--- config.mk ---
export PLATFORM = sky130hd
export DESIGN_NAME = tc2_tracker
export DESIGN_NICKNAME = d
export VERILOG_FILES = /design/src/rtl/tc2_pkg.sv /design/src/rtl/tc2_sync.sv /design/src/rtl/tc2_fsm.sv /design/src/rtl/tc2_outs.sv /design/src/rtl/tc2_tracker.sv
export SDC_FILE = /design/constraint.sdc
export NUM_CORES = 1
export LEC_CHECK = 0
export ABC_AREA = 1
export BUFFER_PORTS_ARGS = -buffer_cell sky130_fd_sc_hd__buf_4
export CORE_AREA = 2 2 55 44
export CTS_CLUSTER_SIZE = 24
export DETAILED_ROUTE_END_ITERATION = 7
export DIE_AREA = 0 0 57 46
export REMOVE_ABC_BUFFERS = 1
export SLEW_MARGIN = 20
export SYNTH_ARGS = -nofsm -noshare
export SYNTH_HDL_FRONTEND = slang
export SYNTH_SLANG_ARGS = --single-unit
--- constraint.sdc ---
create_clock -name clk -period 0.8 [get_ports clk]
set_input_delay 0.12 -clock clk [delete_from_list [all_inputs] [get_ports clk]]
set_output_delay 0.12 -clock clk [all_outputs]
set_load 0.02 [all_outputs]
--- src/rtl/tc2_pkg.sv ---
package tc2_pkg;
  localparam int NUM_FLAGS = 4;
  localparam int FL_MR  = 0;
  localparam int FL_LO  = 1;
  localparam int FL_HI  = 2;
  localparam int FL_UV  = 3;

  localparam int NUM_ST  = 6;
  localparam int ST_IDLE = 0;
  localparam int ST_CLS1 = 1;
  localparam int ST_MRK1 = 2;
  localparam int ST_CLS2 = 3;
  localparam int ST_T2   = 4;
  localparam int ST_BRK  = 5;

  typedef logic [NUM_ST-1:0]    state_t;
  typedef logic [NUM_FLAGS-1:0] flags_t;
endpackage

--- src/rtl/tc2_sync.sv ---
module tc2_sync #(
  parameter int WIDTH  = 4,
  parameter int STAGES = 2
) (
  input  logic             clk,
  input  logic             rst_n,
  input  logic [WIDTH-1:0] d_i,
  output logic [WIDTH-1:0] q_o
);
  logic [WIDTH-1:0] pipe [STAGES];

  for (genvar s = 0; s < STAGES; s++) begin : g_stage
    if (s == 0) begin : g_first
      always_ff @(posedge clk or negedge rst_n) begin
        if (!rst_n) pipe[s] <= '0;
        else        pipe[s] <= d_i;
      end
    end else begin : g_rest
      always_ff @(posedge clk or negedge rst_n) begin
        if (!rst_n) pipe[s] <= '0;
        else        pipe[s] <= pipe[s-1];
      end
    end
  end

  assign q_o = pipe[STAGES-1];
endmodule

--- src/rtl/tc2_fsm.sv ---
module tc2_fsm
  import tc2_pkg::*;
(
  input  logic   clk,
  input  logic   rst_n,
  input  flags_t flags_i,
  output state_t st_o,
  output logic   mark_o
);
  state_t st_q, st_d;
  logic   mark_q, mark_d;
  logic   st_en, mark_en;
  logic   mr, in_win, above, in_mark;

  assign mr      = flags_i[FL_MR];
  assign in_win  = flags_i[FL_LO] & ~flags_i[FL_HI];
  assign above   = flags_i[FL_HI];
  assign in_mark = mr & ~flags_i[FL_LO];

  always_comb begin
    st_d = '0;
    if (!mr || $countones(st_q) != 1) begin
      st_d[ST_IDLE] = 1'b1;
    end else if (st_q[ST_IDLE]) begin
      if (above)       st_d[ST_BRK]  = 1'b1;
      else if (in_win) st_d[ST_CLS1] = 1'b1;
      else             st_d[ST_IDLE] = 1'b1;
    end else if (st_q[ST_CLS1]) begin
      if (above)        st_d[ST_BRK]  = 1'b1;
      else if (in_mark) st_d[ST_MRK1] = 1'b1;
      else              st_d[ST_CLS1] = 1'b1;
    end else if (st_q[ST_MRK1]) begin
      if (above)       st_d[ST_BRK]  = 1'b1;
      else if (in_win) st_d[ST_CLS2] = 1'b1;
      else             st_d[ST_MRK1] = 1'b1;
    end else if (st_q[ST_CLS2]) begin
      if (above)        st_d[ST_T2]   = 1'b1;
      else if (in_mark) st_d[ST_BRK]  = 1'b1;
      else              st_d[ST_CLS2] = 1'b1;
    end else if (st_q[ST_T2]) begin
      st_d[ST_T2] = 1'b1;
    end else begin
      st_d[ST_BRK] = 1'b1;
    end
  end

  always_comb begin
    mark_d = mark_q;
    if (!mr)                           mark_d = 1'b0;
    else if (st_q[ST_CLS1] && in_mark) mark_d = 1'b1;
  end

  assign st_en   = (st_d != st_q);
  assign mark_en = (mark_d != mark_q);

  always_ff @(posedge clk or negedge rst_n) begin
    if (!rst_n) begin
      st_q <= state_t'(1 << ST_IDLE);
    end else if (st_en) begin
      st_q <= st_d;
    end
  end

  always_ff @(posedge clk or negedge rst_n) begin
    if (!rst_n) begin
      mark_q <= 1'b0;
    end else if (mark_en) begin
      mark_q <= mark_d;
    end
  end

  assign st_o   = st_q;
  assign mark_o = mark_q;
endmodule

--- src/rtl/tc2_outs.sv ---
module tc2_outs
  import tc2_pkg::*;
(
  input  flags_t flags_i,
  input  state_t st_i,
  input  logic   mark_i,
  input  logic   therm_i,
  input  logic   inrush_i,
  input  logic   dis_i,
  output logic   det_en_o,
  output logic   mark_en_o,
  output logic   cls_en_o,
  output logic   type2_n_o
);
  logic win;
  logic t2_ok;

  assign win       = flags_i[FL_LO] & ~flags_i[FL_HI];
  assign t2_ok     = st_i[ST_T2] & flags_i[FL_UV] & ~inrush_i & ~therm_i;
  assign det_en_o  = ~flags_i[FL_LO];
  assign mark_en_o = mark_i;
  assign cls_en_o  = win & ~therm_i & ~dis_i;
  assign type2_n_o = ~t2_ok;
endmodule

--- src/rtl/tc2_tracker.sv ---
module tc2_tracker
  import tc2_pkg::*;
#(
  parameter int SYNC_STAGES = 2,
  parameter int RST_STAGES  = 2
) (
  input  logic clk,
  input  logic rst_n,
  input  logic mark_rst_i,
  input  logic cls_lo_i,
  input  logic cls_hi_i,
  input  logic uvlo_ok_i,
  input  logic therm_sd_i,
  input  logic inrush_i,
  input  logic dis_req_i,
  output logic det_sig_en_o,
  output logic mark_sig_en_o,
  output logic cls_cur_en_o,
  output logic type2_n_o
);
  logic [RST_STAGES-1:0] rst_pipe;
  logic   rst_int_n;
  flags_t flags_raw, flags_s;
  state_t st;
  logic   mark_q;

  always_ff @(posedge clk or negedge rst_n) begin
    if (!rst_n) rst_pipe <= '0;
    else        rst_pipe <= {rst_pipe[RST_STAGES-2:0], 1'b1};
  end
  assign rst_int_n = rst_pipe[RST_STAGES-1];

  assign flags_raw[FL_MR] = mark_rst_i;
  assign flags_raw[FL_LO] = cls_lo_i;
  assign flags_raw[FL_HI] = cls_hi_i;
  assign flags_raw[FL_UV] = uvlo_ok_i;

  tc2_sync #(.WIDTH(NUM_FLAGS), .STAGES(SYNC_STAGES)) sync_i (
    .clk(clk), .rst_n(rst_int_n), .d_i(flags_raw), .q_o(flags_s)
  );

  tc2_fsm fsm_i (
    .clk(clk), .rst_n(rst_int_n), .flags_i(flags_s), .st_o(st), .mark_o(mark_q)
  );

  tc2_outs outs_i (
    .flags_i(flags_s), .st_i(st), .mark_i(mark_q),
    .therm_i(therm_sd_i), .inrush_i(inrush_i), .dis_i(dis_req_i),
    .det_en_o(det_sig_en_o), .mark_en_o(mark_sig_en_o),
    .cls_en_o(cls_cur_en_o), .type2_n_o(type2_n_o)
  );
endmodule

[Word level (Yosys, flattened, before mapping)]
Index checks and enable logic that the tools add are counted.
Word-level totals
  bits in registers: 17
  word-level logic and storage cells: 58
  output and inout port bits: 4
  bits of input ports: 9
Operators by class
  eq/ne operators: 3
  bitwise logic cells: 13
  mux-type cells: 29
  reductions and logical operators: 3
  add/subtract/negate cells: 5
Operators by type and width (number)
  $add A32 B32 Y32: 2
  $ne A32 B2 Y1 const B: 1
  $mux W1: 23
  $mux W2: 4
  $and A1 B1 Y1: 7
  $add A1 B1 Y2: 3
  $ne A6 B6 Y1: 1
  $not A1 Y1: 6
  $mux W5: 1
  $mux W3: 1
  $logic_and A1 B1 Y1: 1
  $logic_not A1 Y1: 1
  $logic_or A1 B1 Y1: 1
  $ne A1 B1 Y1: 1

[Logic depth before layout (Yosys ltp)]
  depth in word-level cells: 10
  depth in mapped cells: 10
  depth with buffers taken out: 10

[Modules after synthesis]
From an unflattened synthesis, not the netlist that was laid out.
Second synthesis, totals
  cells, all modules: 84
  area total of the unflattened synthesis: 793.3 sq um
Modules (own cells, without submodules)
  tc2_fsm: cells an instance 57, instances 1, area each 460.4 sq um, sequential area each 176.4 sq um
  tc2_sync: cells an instance 12, instances 1, area each 230.2 sq um, sequential area each 200.2 sq um
  tc2_tracker: cells an instance 3, instances 1, area each 53.8 sq um, sequential area each 50.0 sq um
  tc2_outs: cells an instance 12, instances 1, area each 48.8 sq um, sequential area each 0.0 sq um

[Worst setup path after synthesis]
OpenSTA, ideal clock, no wires.
  path type: flip-flop to flip-flop
  from: register fsm_i.st_q[0] (netlist: fsm_i.st_o[0])
  to: register fsm_i.st_q[1] (netlist: fsm_i.st_o[1])
  period minus slack after synthesis: 1.858 ns
  arrival: 1.785 ns
  data required time: 0.727 ns
  library setup time: 0.073 ns
  path buffers: 0
  cell stages (with the launch flop): 9
  slack: -1.058 ns
  path through: dfstp_2 > ha_1 > fa_1 > ha_1 > inv_1 > nand2_1 > nor2_4 > nand2_1 > a21oi_2
Between the ends
  cells in the longest elaborated chain, start to end: 7
  elaborated cells on any way between the ends: 12
  classes of those cells: add/sub: 3; eq/ne: 2; mux: 6; reduce/logical: 1
Ends and longest elaborated chain
  from (decl): RTL line tc2_fsm.sv:10  | state_t st_q, st_d;
  from (signal assigned): RTL line tc2_fsm.sv:58  | st_q <= state_t'(1 << ST_IDLE);
  from (signal assigned): RTL line tc2_fsm.sv:60  | st_q <= st_d;
  $add A1 B1 Y2 (implied by the code): RTL line tc2_fsm.sv:22  | if (!mr || $countones(st_q) != 1) begin
  $add A32 B32 Y32 (implied by the code) (2 in series): RTL line tc2_fsm.sv:22
  $ne A32 B2 Y1: RTL line tc2_fsm.sv:22
  $logic_or A1 B1 Y1: RTL line tc2_fsm.sv:22
  $mux W1 or $mux W5 (tied branches): RTL line tc2_fsm.sv:22
  $ne A6 B6 Y1: RTL line tc2_fsm.sv:53  | assign st_en = (st_d != st_q);
Parallel ways exist; a longest one is shown, timed or not.
A chain may end at the register's enable or synchronous reset.

[Final worst setup path]
  from: register fsm_i.st_q[1] (netlist: fsm_i.st_o[1])
  to: register fsm_i.st_q[5] (netlist: fsm_i.st_o[5])
Same word-level chain as after synthesis.

==> impl_metrics.env <==
export IMPL_async_reset_ff_frac=1.00
export IMPL_grtUsageTotal=0.127
export IMPL_synth_cells=78
export IMPL_yosys_area_top_type="dfrtp_1"
export IMPL_diodes=0
export IMPL_powerDensity_nw_per_um2=2270
export IMPL_drv_slew=0
export IMPL_clkSlewWorstSetupHoldPaths_ns=0.09
export IMPL_utilization=0.534
export IMPL_synth_edf_count=0
export IMPL_cp_max_fo=4
export IMPL_initial_core_util=0.357
export IMPL_netlist_area_leader_share=0.525
export IMPL_r2r_end="fsm_i.st_o[5]$_DFFE_PN0P_"
export IMPL_setup_tns_ns=-7.33
export IMPL_gp_congestion=0.853
export IMPL_drt_first_pass_iters=4
export IMPL_avgRoutedWirePerCell_um=10.0
export IMPL_insertion_delay_ns=0.29
export IMPL_synth_avg_cell_area_sq_um=9.79
export IMPL_clockBufferDepth=2
export IMPL_worst_r2r_setup_slack_ns=-1.04
export IMPL_coreArea_sq_um=2140
export IMPL_cts_tree="built"
export IMPL_vias_per_cell=4.31
export IMPL_io_pins=13
export IMPL_fin_crit_sh=2.30
export IMPL_syn_area_sq_um=763
export IMPL_cts_made_buffers=3
export IMPL_finClkSkew_ns=0.000737
export IMPL_grt_ovfl_total=0
export IMPL_cp_required_ns=1.03
export IMPL_h_tree_depth=1
export IMPL_setup_viol=11
export IMPL_fillerInstances=194
export IMPL_rows=15
export IMPL_worstSetupStartpointType="flop"
export IMPL_dpl_hpwl_um=1030
export IMPL_finalHoldViolCount=0
export IMPL_worst_r2r_path_depth=8
export IMPL_leakage_nw=0.579
export IMPL_drt_iter0_markers=13
export IMPL_ant_nets=0
export IMPL_crit_path_end_kind="flop"
export IMPL_rr_startpoint="fsm_i.st_o[1]$_DFFE_PN0P_"
export IMPL_nets=130
export IMPL_vias=599
export IMPL_routed_wl_um=1390
export IMPL_drv_cap=0
export IMPL_die_y_um=46
export IMPL_cts_root_buffer="clkbuf_4"
export IMPL_violations="setup timing"
export IMPL_ys_ff_latch=17
export IMPL_grt_max_degree=12
export IMPL_grt_pass1_vias=619
export IMPL_yosysWarningCount=0
export IMPL_worst_slack_ns=-1.04
export IMPL_outcome="finished, violations left"
export IMPL_hp_class="input pin to async pin"
export IMPL_fmax_ghz=0.543
export IMPL_dieArea_sq_um=2620
export IMPL_cts_sinks=17
export IMPL_drc=0
export IMPL_synth_common_cells="dfrtp_1 (16), nand2_1 (16), inv_1 (15)"
export IMPL_antenna_found_initial=0
export IMPL_min_period_ns=1.84
export IMPL_syn2layout_area_growth_pct=49.7
export IMPL_synth_area_top_cells="dfrtp_1 (52%), nand2_1 (7.9%), inv_1 (7.4%)"
export IMPL_synth_seq_area_share=0.559
export IMPL_critical_path_arrival_ns=2.07
export IMPL_rsz0062_at_grt="yes"
export IMPL_ys_flop_type="dfrtp_1"
export IMPL_yosysUniqueCellTypes=17
export IMPL_critPathKind="flop to flop"
export IMPL_grt_first_pass_wirelength_um=2390
export IMPL_drive_gt1_frac=0.439
export IMPL_fp_dieW_um=57
export IMPL_vdd_drop_max_mv=1.62
export IMPL_port_buffers=12
sequential cells by signal, summed over array words and instances, names as in the netlist:
register and count:
fsm_i.st_o 6, sync_i.pipe 4, sync_i.q_o 4, rst_pipe 2
fsm_i.mark_o 1
area by class of cell:
class	count	area, sq um	area share
well taps	25	31.3	0.0274
clock buffers	3	22.5	0.0197
repair buffers	32	268	0.234
inverters	15	56.3	0.0493
clock inverters	1	7.51	0.00657
flip-flops and latches	17	427	0.373
multi-input cells	46	330	0.289
power by group:
group | internal (W) | switching (W) | total, W
Combinational | 0.000522 | 0.000585 | 0.00111
Sequential | 0.000970 | 0.0000660 | 0.00104
Clock | 0.000190 | 0.000264 | 0.000454
per-layer routing:
| metal | global-route usage | part of all wire |
|---|---|---|
| met3 | 0.0511 | 0.042 |
| met5 | 0 | 0 |
| met2 | 0.237 | 0.52 |
| met1 | 0.133 | 0.42 |
| met4 | 0.0419 | 0.012 |
worst max-delay path, stage by stage, from the launching register on:
cell	delay [ns]
dfrtp_1	0.42
ha_4	0.17
fa_1	0.59
ha_4	0.22
inv_2	0.05
nand2_2	0.05
nor2_4	0.10
nand2_1	0.07
a21oi_2	0.09
cells by family after synthesis:
| logic type | synth area share |
|---|---|
| adders and majority gates | 0.118 |
| AOI/OAI and AO/OA | 0.0426 |
| and+or+nand+nor | 0.202 |
| DFF | 0.559 |
| buffers and inverters | 0.0738 |
| other | 0.00491 |
worst max path at each step:
stage,start,endpoint,slack [ns]
after floorplan,fsm_i.st_o[0]$_DFFE_PN1P_,fsm_i.st_o[1]$_DFFE_PN0P_,-1.06
after global placement,fsm_i.st_o[0]$_DFFE_PN1P_,fsm_i.st_o[5]$_DFFE_PN0P_,-1.11
after detailed placement,fsm_i.st_o[0]$_DFFE_PN1P_,fsm_i.st_o[1]$_DFFE_PN0P_,-1.12
after CTS,fsm_i.st_o[0]$_DFFE_PN1P_,fsm_i.st_o[5]$_DFFE_PN0P_,-1.04
after global routing,fsm_i.st_o[1]$_DFFE_PN0P_,fsm_i.st_o[5]$_DFFE_PN0P_,-1.14
final,fsm_i.st_o[1]$_DFFE_PN0P_,fsm_i.st_o[5]$_DFFE_PN0P_,-1.04
stage by stage:
step	std cells	instance area [sq um]	hold slack, ns	setup slack [ns]	total power (W)
after CTS	137	1120	0.120	-1.04	0.00260
after global placement	125	960	-0.0973	-1.11	0.00188
after global routing	139	1140	0.113	-1.14	0.00282
after floorplan	78	763	-0.176	-1.06	0.00163
final	139	1140	0.126	-1.04	0.00260
after detailed placement	125	960	-0.0938	-1.12	0.00191
cell usage in the layout, fill, tap and decap left out, types with 3 or more instances in the layout:
master          n
inv_1          11
dlygate4sd3_1   5
inv_2           4
nor2_1          6
dfrtp_1        16
nand3_1         4
buf_6           4
nand2_2         4
clkbuf_4        3
nand2_1        14
buf_4          23
repair_timing:
item / in CTS / in global routing
gates resized for setup: 19 / 2
endpoints found under the setup margin: 11 / 11
pin swaps: 6 / 1
buffers inserted: 4 / 3
hold endpoints to repair: 6 / 0
hold buffers: 5 / 0
(Power assumes the default switching activity.)
